[config.mk]
export PLATFORM = sky130hd
export DESIGN_NAME = bus_trig_bank
export DESIGN_NICKNAME = d
export VERILOG_FILES = /design/src/rtl/bus_trig_pkg.sv /design/src/rtl/btb_regs.sv /design/src/rtl/btb_match.sv /design/src/rtl/btb_combine.sv /design/src/rtl/bus_trig_bank.sv
export SDC_FILE = /design/constraint.sdc
export NUM_CORES = 2
export LEC_CHECK = 0
export ABC_CLOCK_PERIOD_IN_PS = 3500
export BUFFER_PORTS_ARGS = -buffer_cell sky130_fd_sc_hd__buf_2
export CORE_MARGIN = 3
export CORE_UTILIZATION = 50
export CTS_CLUSTER_SIZE = 14
export DETAILED_ROUTE_END_ITERATION = 10
export PLACE_DENSITY = 0.76
export SLEW_MARGIN = 20
export SYNTH_ARGS = -nofsm -noshare
export SYNTH_HDL_FRONTEND = slang
export SYNTH_SLANG_ARGS = --single-unit
[constraint.sdc]
create_clock -name clk -period 3.5 [get_ports clk]
set_clock_uncertainty 0.1 [all_clocks]
set_input_delay 0.175 -clock clk [delete_from_list [all_inputs] [get_ports clk]]
set_output_delay 0.175 -clock clk [all_outputs]
set_load 0.05 [all_outputs]
[src/rtl/bus_trig_pkg.sv]
package bus_trig_pkg;

  localparam int CTL_W = 7;

  typedef enum logic [1:0] {
    CMP_EQ = 2'b00,
    CMP_GT = 2'b01,
    CMP_LT = 2'b10,
    CMP_NE = 2'b11
  } cmp_mode_e;

  // access-type decode: code = {ctl[6], ctl[5], ctl[2], ctl[1]}
  function automatic logic access_ok(input logic [3:0] code, input logic fetch,
                                     input logic hold, input logic wr, input logic dma);
    logic rd;
    rd = !wr;
    case (code)
      4'h0: access_ok = fetch;
      4'h1: access_ok = hold;
      4'h2: access_ok = !fetch;
      4'h3: access_ok = 1'b1;
      4'h4: access_ok = !fetch && rd;
      4'h5: access_ok = !fetch && wr;
      4'h6: access_ok = rd;
      4'h7: access_ok = wr;
      4'h8: access_ok = !fetch && !dma;
      4'h9: access_ok = dma;
      4'hA: access_ok = !dma;
      4'hB: access_ok = wr && !dma;
      4'hC: access_ok = !fetch && rd && !dma;
      4'hD: access_ok = rd && !dma;
      4'hE: access_ok = rd && dma;
      default: access_ok = wr && dma;
    endcase
  endfunction

endpackage

[src/rtl/btb_regs.sv]
module btb_regs
  import bus_trig_pkg::*;
#(
  parameter int N_UNITS = 10,
  parameter int BUS_W   = 20,
  parameter int AW      = 7
) (
  input  logic                                  clk,
  input  logic                                  rst_n,
  input  logic                                  we,
  input  logic [AW-1:0]                         addr,
  input  logic [BUS_W-1:0]                      wdata,
  output logic [BUS_W-1:0]                      rdata,
  output logic [N_UNITS-1:0][BUS_W-1:0]         val_o,
  output logic [N_UNITS-1:0][CTL_W-1:0]         ctl_o,
  output logic [N_UNITS-1:0][BUS_W-1:0]         msk_o,
  output logic [N_UNITS-1:0][N_UNITS-1:0]       comb_o
);
  localparam int UW = AW - 3;

  logic [UW-1:0] unit_idx;
  logic          in_map;

  assign unit_idx = addr[AW-1:3];
  assign in_map   = !addr[0] && (int'(unit_idx) < N_UNITS);

  for (genvar i = 0; i < N_UNITS; i++) begin : g_unit
    logic sel;
    assign sel = we && in_map && (unit_idx == UW'(i));

    always_ff @(posedge clk) begin
      if (!rst_n) begin
        val_o[i]  <= '0;
        ctl_o[i]  <= '0;
        msk_o[i]  <= '0;
        comb_o[i] <= '0;
      end else if (sel) begin
        case (addr[2:1])
          2'd0: val_o[i]  <= wdata;
          2'd1: ctl_o[i]  <= wdata[CTL_W-1:0];
          2'd2: msk_o[i]  <= wdata;
          default: comb_o[i] <= wdata[N_UNITS-1:0];
        endcase
      end
    end
  end

  always_comb begin
    rdata = '0;
    if (in_map) begin
      for (int j = 0; j < N_UNITS; j++) begin
        if (unit_idx == UW'(j)) begin
          case (addr[2:1])
            2'd0: rdata = val_o[j];
            2'd1: rdata = BUS_W'(ctl_o[j]);
            2'd2: rdata = msk_o[j];
            default: rdata = BUS_W'(comb_o[j]);
          endcase
        end
      end
    end
  end

  // unmapped writes leave all state untouched
  p_unmapped_write_r3: assert property (@(posedge clk) disable iff (!rst_n)
    (we && !in_map) |=> ($stable(val_o) && $stable(ctl_o) && $stable(msk_o) && $stable(comb_o)));

endmodule

[src/rtl/btb_match.sv]
module btb_match
  import bus_trig_pkg::*;
#(
  parameter int BUS_W = 20
) (
  input  logic             clk,
  input  logic             rst_n,
  input  logic [BUS_W-1:0] bus_addr,
  input  logic [BUS_W-1:0] bus_data,
  input  logic             bus_fetch,
  input  logic             bus_hold,
  input  logic             bus_write,
  input  logic             bus_dma,
  input  logic [BUS_W-1:0] val,
  input  logic [CTL_W-1:0] ctl,
  input  logic [BUS_W-1:0] msk,
  output logic             hit
);
  logic [BUS_W-1:0] opd_bus, opd_val;
  logic             eq, gt, lt, rel;
  cmp_mode_e        mode;

  assign opd_bus = (ctl[0] ? bus_data : bus_addr) & ~msk;
  assign opd_val = val & ~msk;
  assign eq      = (opd_bus == opd_val);
  assign gt      = (opd_bus > opd_val);
  assign lt      = (opd_bus < opd_val);
  assign mode    = cmp_mode_e'(ctl[4:3]);

  always_comb begin
    case (mode)
      CMP_EQ:  rel = eq;
      CMP_GT:  rel = gt;
      CMP_LT:  rel = lt;
      default: rel = !eq;
    endcase
  end

  assign hit = rel && access_ok({ctl[6], ctl[5], ctl[2], ctl[1]},
                                bus_fetch, bus_hold, bus_write, bus_dma);

  // exactly one relation holds between the masked operands
  p_rel_exclusive_r5: assert property (@(posedge clk) disable iff (!rst_n)
    $countones({eq, gt, lt}) == 1);

  // a full mask leaves nothing to differ
  p_full_mask_r6: assert property (@(posedge clk) disable iff (!rst_n)
    (&msk) |-> eq);

endmodule

[src/rtl/btb_combine.sv]
module btb_combine #(
  parameter int N_UNITS = 10
) (
  input  logic                            clk,
  input  logic                            rst_n,
  input  logic                            bus_valid,
  input  logic [N_UNITS-1:0]              hits,
  input  logic [N_UNITS-1:0][N_UNITS-1:0] comb,
  output logic [N_UNITS-1:0]              trig_o
);
  logic [N_UNITS-1:0] fire;

  for (genvar i = 0; i < N_UNITS; i++) begin : g_fire
    assign fire[i] = (|comb[i]) && ((hits & comb[i]) == comb[i]);

    // an empty combination vector never fires
    p_empty_comb_r8: assert property (@(posedge clk) disable iff (!rst_n)
      (comb[i] == '0) |=> !trig_o[i]);
  end

  always_ff @(posedge clk) begin
    if (!rst_n) trig_o <= '0;
    else        trig_o <= bus_valid ? fire : '0;
  end

  // no bus cycle, no trigger on the next clock
  p_idle_quiet_r9: assert property (@(posedge clk) disable iff (!rst_n)
    !bus_valid |=> (trig_o == '0));

endmodule

[src/rtl/bus_trig_bank.sv]
module bus_trig_bank
  import bus_trig_pkg::*;
#(
  parameter int N_UNITS = 10,
  parameter int BUS_W   = 20,
  localparam int REG_AW = $clog2(N_UNITS * 8)
) (
  input  logic                clk,
  input  logic                rst_n,
  input  logic                reg_we,
  input  logic [REG_AW-1:0]   reg_addr,
  input  logic [BUS_W-1:0]    reg_wdata,
  output logic [BUS_W-1:0]    reg_rdata,
  input  logic                bus_valid,
  input  logic [BUS_W-1:0]    bus_addr,
  input  logic [BUS_W-1:0]    bus_data,
  input  logic                bus_fetch,
  input  logic                bus_hold,
  input  logic                bus_write,
  input  logic                bus_dma,
  output logic [N_UNITS-1:0]  trig_o
);
  logic [N_UNITS-1:0][BUS_W-1:0]   val;
  logic [N_UNITS-1:0][CTL_W-1:0]   ctl;
  logic [N_UNITS-1:0][BUS_W-1:0]   msk;
  logic [N_UNITS-1:0][N_UNITS-1:0] comb;
  logic [N_UNITS-1:0]              hits;

  btb_regs #(.N_UNITS(N_UNITS), .BUS_W(BUS_W), .AW(REG_AW)) regs_i (
    .clk(clk), .rst_n(rst_n), .we(reg_we), .addr(reg_addr), .wdata(reg_wdata),
    .rdata(reg_rdata), .val_o(val), .ctl_o(ctl), .msk_o(msk), .comb_o(comb)
  );

  for (genvar i = 0; i < N_UNITS; i++) begin : g_match
    btb_match #(.BUS_W(BUS_W)) match_i (
      .clk(clk), .rst_n(rst_n),
      .bus_addr(bus_addr), .bus_data(bus_data),
      .bus_fetch(bus_fetch), .bus_hold(bus_hold),
      .bus_write(bus_write), .bus_dma(bus_dma),
      .val(val[i]), .ctl(ctl[i]), .msk(msk[i]), .hit(hits[i])
    );
  end

  btb_combine #(.N_UNITS(N_UNITS)) comb_i (
    .clk(clk), .rst_n(rst_n), .bus_valid(bus_valid),
    .hits(hits), .comb(comb), .trig_o(trig_o)
  );

endmodule

**After elaboration in Yosys (flattened, before gate mapping)**

Cells that the tools add are included.

- Reductions and logical operators: 128
- Mux-type cells: 51
- $lt $le $gt $ge: 21
- Bitwise gates (word level): 41
- Equality and inequality tests: 191

Operators by type and width:

| operator | count |
|---|---|
| one-hot mux 20 bit (3 select lines) | 10 |
| 2-to-1 mux 20 bit | 21 |
| AND 20 bit | 20 |
| equality test 4 bit (second input constant) | 72 |
| equality test 20 bit | 10 |
| greater-than comparator 20 bit | 10 |
| less-than comparator 20 bit | 10 |
| NOT 20 bit | 10 |
| equality test 4 x 3 -> 1 bit (second input constant) | 44 |
| one-hot mux 1 bit (15 select lines) | 10 |
| AND 10 bit | 10 |
| equality test 10 bit | 10 |
| OR reduction 10 bit | 10 |
| equality test 4 x 2 -> 1 bit (second input constant) | 22 |
| AND reduction 2 bit | 41 |
| equality test 4 x 1 -> 1 bit (second input constant) | 11 |
| logical NOT 4 bit | 11 |
| logical AND 1 bit | 40 |
| one-hot mux 1 bit (3 select lines) | 10 |
| equality test 2 x 1 -> 1 bit (second input constant) | 11 |
| equality test 2 bit (second input constant) | 11 |
| logical NOT 2 bit | 11 |
| logical NOT 1 bit | 14 |
| less-than comparator 4 bit (second input constant) | 1 |
| 2 further kinds | 2 |

- Logic and storage cells: 473
- Input port bits: 75
- Output and inout port bits: 30
- Bits in registers: 580

**Logic depth before layout (Yosys ltp)**

- Word-level depth: 13
- Mapped depth: 14
- Gate-level depth less buffers: 11

**Cells and area by module**

From an unflattened synthesis, not the netlist that was laid out.

- Cell total of the unflattened synthesis: 4,515
- Area total of the unflattened synthesis: 38,680.8 µm²

Modules (own cells, without submodules):

| module | area an instance (µm²) | instances | cells each | sequential area each (µm²) |
|---|---|---|---|---|
| btb_regs | 27,201.1 | 1 | 2,949 | 11,410.9 |
| btb_match (g_match[0].match_i ...) | 1,003.5 | 9 | 138 | 0.0 |
| btb_combine | 1,443.9 | 1 | 190 | 200.2 |
| btb_match (g_match[9].match_i) | 1,004.7 | 1 | 134 | 0.0 |

**Worst setup path after synthesis**

Ideal clock, no wire load.

- Kind: reg2reg
- Start point: reg regs_i.ctl_o[28] (netlist name)
- End point: reg comb_i.trig_o[7]
- Data required time: 3.312 ns
- Period minus slack after synthesis: 3.639 ns
- Path buffers: 2
- Setup slack: -0.139 ns
- Setup time: 0.088 ns
- Stages on the path, launching flop included: 14
- Arrival: 3.451 ns
- Cells stage by stage: dfxtp_1 -> clkbuf_1 -> buf_1 -> mux2i_1 -> nor2_1 -> ha_1 -> a2111oi_0 -> o21ai_1 -> o221a_2 -> nor3_1 -> a31oi_1 -> or3_1 -> a22o_1 -> nor4_2

- Word-level cells in the longest chain between the ends: 9
- Elaborated cells between the ends (all ways): 11
- Classes of those cells: order compare (2); eq/ne (2); mux (2); bitwise (2); reduce/logical (3)

RTL lines:

| element | RTL line | source |
|---|---|---|
| from (decl) | btb_regs.sv:15 | `output logic [N_UNITS-1:0][CTL_W-1:0] ctl_o,` |
| from (signal, indexed assignment) | btb_regs.sv:40 | `2'd1: ctl_o[i] <= wdata[CTL_W-1:0];` |
| 2-to-1 mux 20 bit * | btb_match.sv:23 | `assign opd_bus = (ctl[0] ? bus_data : bus_addr) & ~msk;` |
| AND 20 bit * | btb_match.sv:23 |  |
| parallel branches: the longest is 2 deep, another holds less-than comparator 20 bit | - |  |
| one-hot mux 1 bit (3 select lines) * | btb_match.sv:31 | `case (mode)` |
| logical AND 1 bit * | btb_match.sv:39 | `assign hit = rel && access_ok({ctl[6], ctl[5], ctl[2], ctl[1]},` |
| AND 10 bit * | btb_combine.sv:14 | `assign fire[i] = (\|comb[i]) && ((hits & comb[i]) == comb[i]);` |
| equality test 10 bit * | btb_combine.sv:14 |  |
| logical AND 1 bit * | btb_combine.sv:14 |  |
| to (signal assigned) | btb_combine.sv:23 | `else trig_o <= bus_valid ? fire : '0;` |
| to (decl) | btb_combine.sv:9 | `output logic [N_UNITS-1:0] trig_o` |

Mark *: on every way between the ends.
A chain may end at the register's enable or synchronous reset.

**Worst setup path after layout**

- Start point: reg regs_i.ctl_o[63] (netlist name)
- End point: reg comb_i.trig_o[4]

The elaborated chain is that of the path after synthesis.

==> flow_metrics.env <==
export IMPL_initial_core_util_pct=50.9
export IMPL_fin_crit_sh_pct=106
export IMPL_crit_fanout=8
export IMPL_setup_violations=9
export IMPL_netlist_cell_type_count=96
export IMPL_pre_cts_slack_ps=-280
export IMPL_seq_area_frac_synth_pct=29.8
export IMPL_layout_area_seq_um2=11600
export IMPL_cap_violations=0
export IMPL_reg2reg_slack_ps=-210
export IMPL_syn_avg_cell_area_um2=7.84
export IMPL_power_density_nw_per_um2=347
export IMPL_n_fill_cell=6791
export IMPL_ant_nets=0
export IMPL_start_kind="flop"
export IMPL_post_dp_hpwl_um=120000
export IMPL_io_pins=105
export IMPL_outcome="finished with violations"
export IMPL_multiInputGateArea_um2=26100
export IMPL_cts_tree="yes"
export IMPL_clk_path_buf_depth=3
export IMPL_path_cells="clkbuf_16 -> buf_8 -> mux2i_1 -> nor2_1 -> ha_1 -> a21o_1 -> a221o_1 -> a32oi_1 -> buf_4 -> and4_4 -> o221ai_4 -> buf_4 -> buf_6 -> a22o_1 -> nor4_2"
export IMPL_synth_warning_count=0
export IMPL_setup_tns_final_ps=-1320
export IMPL_synth_cell_area_um2=39000
export IMPL_htreeDepth=3
export IMPL_critical_path_slowest_cell="dfxtp_4"
export IMPL_worst_pin_slew_ps=1240
export IMPL_drv_slew=0
export IMPL_r2r_end="comb_i.trig_o[4]"
export IMPL_fmax_ghz=0.270
export IMPL_hp_start="reg_wdata[0]"
export IMPL_drc=0
export IMPL_grt_ovfl_total=0
export IMPL_grt_max_degree=255
export IMPL_holdPathEnd="regs_i.msk_o[100]"
export IMPL_drt_pass1_iterations=8
export IMPL_synth_edf_count=0
export IMPL_end_kind="flop"
export IMPL_rr_startpoint="regs_i.ctl_o[63]"
export IMPL_die_area_um2=81400
export IMPL_p_comb_share_pct=11.0
export IMPL_ys_seq_elements=580
export IMPL_grt_pass1_vias=36800
export IMPL_clock_latency_ps=620
export IMPL_synthFlopType="dfxtp_1"
export IMPL_grt_pass1_wl_um=240000
export IMPL_fin_nets=5411
export IMPL_root_buffer="clkbuf_16"
export IMPL_critPathKind="reg -> reg"
export IMPL_vias_per_cell=6.48
export IMPL_violations="setup timing"
export IMPL_timing_final_hold_violations=0
export IMPL_grt_total_usage_pct=39.0
export IMPL_reg2regPathDepth=15
export IMPL_min_path_type="in -> reg"
export IMPL_syn_num_nets=5248
export IMPL_fin_crit_ps=3710
export IMPL_synth_cells=4973
export IMPL_p_switching_uw=4190
export IMPL_irDropWorstVdd_mv=0.348
export IMPL_layout_drive_gt1_share_pct=16.0
export IMPL_numCtsBuffers=67
export IMPL_crit_arrival_ps=4150
export IMPL_relSlewSlack_pct=17.6
export IMPL_die_h_um=285
export IMPL_p_leak_uw=0.0155
export IMPL_detail_route_wl_per_cell_um=26.7
export IMPL_whs_path_depth=3
export IMPL_antenna_found_initial=9
export IMPL_clock_sinks=580
export IMPL_port_buffers=104
export IMPL_critPathMaxStageDelay_ps=400
export IMPL_p_seq_share_pct=41.9
export IMPL_fin_ws_ps=-209
export IMPL_core_um2=76600
export IMPL_num_rows=101
export IMPL_final_util_pct=59.4
export IMPL_internal_power_uw=11600
export IMPL_area_growth_syn_to_layout_pct=16.6
export IMPL_drtIter0Drc=5991
export IMPL_worst_path_most_repeated_cell="buf_4"
export IMPL_required_ps=3940
export IMPL_die_w_um=285
export IMPL_p_clk_share_pct=47.1
export IMPL_num_vias=40400
export IMPL_clkTransAtPathRegs_ps=60
export IMPL_async_flop_share_pct=0
export IMPL_sw_frac_of_total_pct=26.5
export IMPL_place_congestion=1.09
export IMPL_rsz0062_at_grt="yes"
export IMPL_wirelength_um=166000
==> metrics by stage <==
step | cell area, um2 | hold slack (ps) | cells | total power, uW
3_3_place_gp | 41900 | 361 | 6021 | 8340
4_1_cts | 44800 | 3.28 | 6173 | 15700
5_1_grt | 45400 | 40.0 | 6217 | 16100
6_report | 45500 | 39.0 | 6228 | 15800
2_1_floorplan | 39000 | 349 | 4973 | 7720
3_5_place_dp | 41900 | 371 | 6021 | 8360
==> power by group through the flow <==
stage	clock network [uW]	registers, uW	logic [uW]
2_1_floorplan	0	6770	957
3_3_place_gp	0	6770	1570
3_5_place_dp	0	6770	1590
4_1_cts	7440	6620	1630
5_1_grt	7670	6620	1800
6_report	7440	6620	1730
==> flip-flops by register name, summed over array words and instances, names as in the netlist <==
| register | count |
|---|---|
| regs_i.val_o | 200 |
| comb_i.trig_o | 10 |
| regs_i.ctl_o | 70 |
| regs_i.msk_o | 200 |
| regs_i.comb_o | 100 |
==> Yosys cell counts (37+ instances only) <==
master	instances	area [um2]
clkbuf_1	328	1230
a21boi_0	576	4320
nor2_1	358	1340
inv_1	54	203
mux2i_1	293	2930
nand3_1	40	200
ha_1	200	2500
o21ai_0	166	831
nand4_1	60	375
nor2b_1	37	231
nand2b_1	215	1350
dfxtp_1	580	11600
a21oi_1	126	631
mux4_2	81	1820
nand2_1	1233	4630
==> placed cells by master (no fill, tap or decap), types with 15 or more instances in the layout <==
| cell type | n |
|---|---|
| a21boi_0 | 576 |
| mux2i_1 | 278 |
| o21a_1 | 15 |
| mux2_2 | 26 |
| o21ai_1 | 16 |
| clkbuf_16 | 76 |
| buf_4 | 343 |
| o22ai_1 | 32 |
| o21ai_0 | 154 |
| nand2_1 | 1232 |
| mux4_2 | 81 |
| a21o_1 | 19 |
| a22oi_1 | 29 |
| o211ai_1 | 26 |
| buf_2 | 96 |
| buf_12 | 23 |
| inv_1 | 54 |
| nor2_1 | 356 |
| nor4_1 | 19 |
| dfxtp_1 | 572 |
| a21oi_1 | 123 |
| nor3_1 | 31 |
| nand2b_1 | 214 |
| nor2b_1 | 37 |
| clkbuf_8 | 15 |
| nand4_1 | 60 |
| ha_1 | 196 |
| nand3_1 | 40 |
==> cell type report <==
type	count	share of cell area, %
clock buffer	100	4.57
clock inverter	20	0.451
sequential	580	25.6
tap	1030	2.83
antenna	11	0.0605
inverter	56	0.462
multi-input combinational	3936	57.3
timing repair buffer	495	8.70
==> what timing repair did <==
action / 4_1_cts / 5_1_grt
endpoints found under the hold margin: 251 / 0
setup endpoints to repair: 10 / 11
hold buffers: 12 / 0
cloned: 2 / 3
pin swaps: 47 / 57
buffers inserted: 18 / 43
resized for setup: 68 / 68
==> metal layers <==
metal | GRT usage [%] | routed length (um)
met5 | 0 | 11
met4 | 21.8 | 11400
met3 | 11.7 | 24600
met2 | 56.2 | 67500
met1 | 51.9 | 62500
==> critical path: cells and delay by family, from the launching register on <==
kind	cells	cell delay, ps
flip-flops	1	400
AND/OR/NAND/NOR	3	550
AO/OA/AOI/OAI	5	1230
adder cells (fa/ha/maj)	1	310
buffers and inverters	5	810
multiplexers	1	210
==> worst max path at each step <==
stage	slack (ps)	from	endpoint	depth (start not counted)
floorplan	20	regs_i.ctl_o[28]	comb_i.trig_o[7]	13
global placement	-220	regs_i.ctl_o[0]	comb_i.trig_o[1]	12
detailed placement	-280	regs_i.ctl_o[0]	comb_i.trig_o[1]	12
CTS	-60	regs_i.ctl_o[21]	comb_i.trig_o[3]	14
global route	-330	regs_i.ctl_o[7]	comb_i.trig_o[1]	14
finish	-210	regs_i.ctl_o[63]	comb_i.trig_o[4]	15
==> cell families after synthesis <==
logic type	count (synthesis)	synth area share [%]
muxes	402	13.0
buffers and inverters	457	4.59
xor gates and xnor gates	6	0.135
DFF	580	29.8
AOI/OAI and AO/OA	1203	22.0
adders and majority gates	200	6.42
and+or+nand+nor	2125	24.1
(Power assumes the default switching activity.)
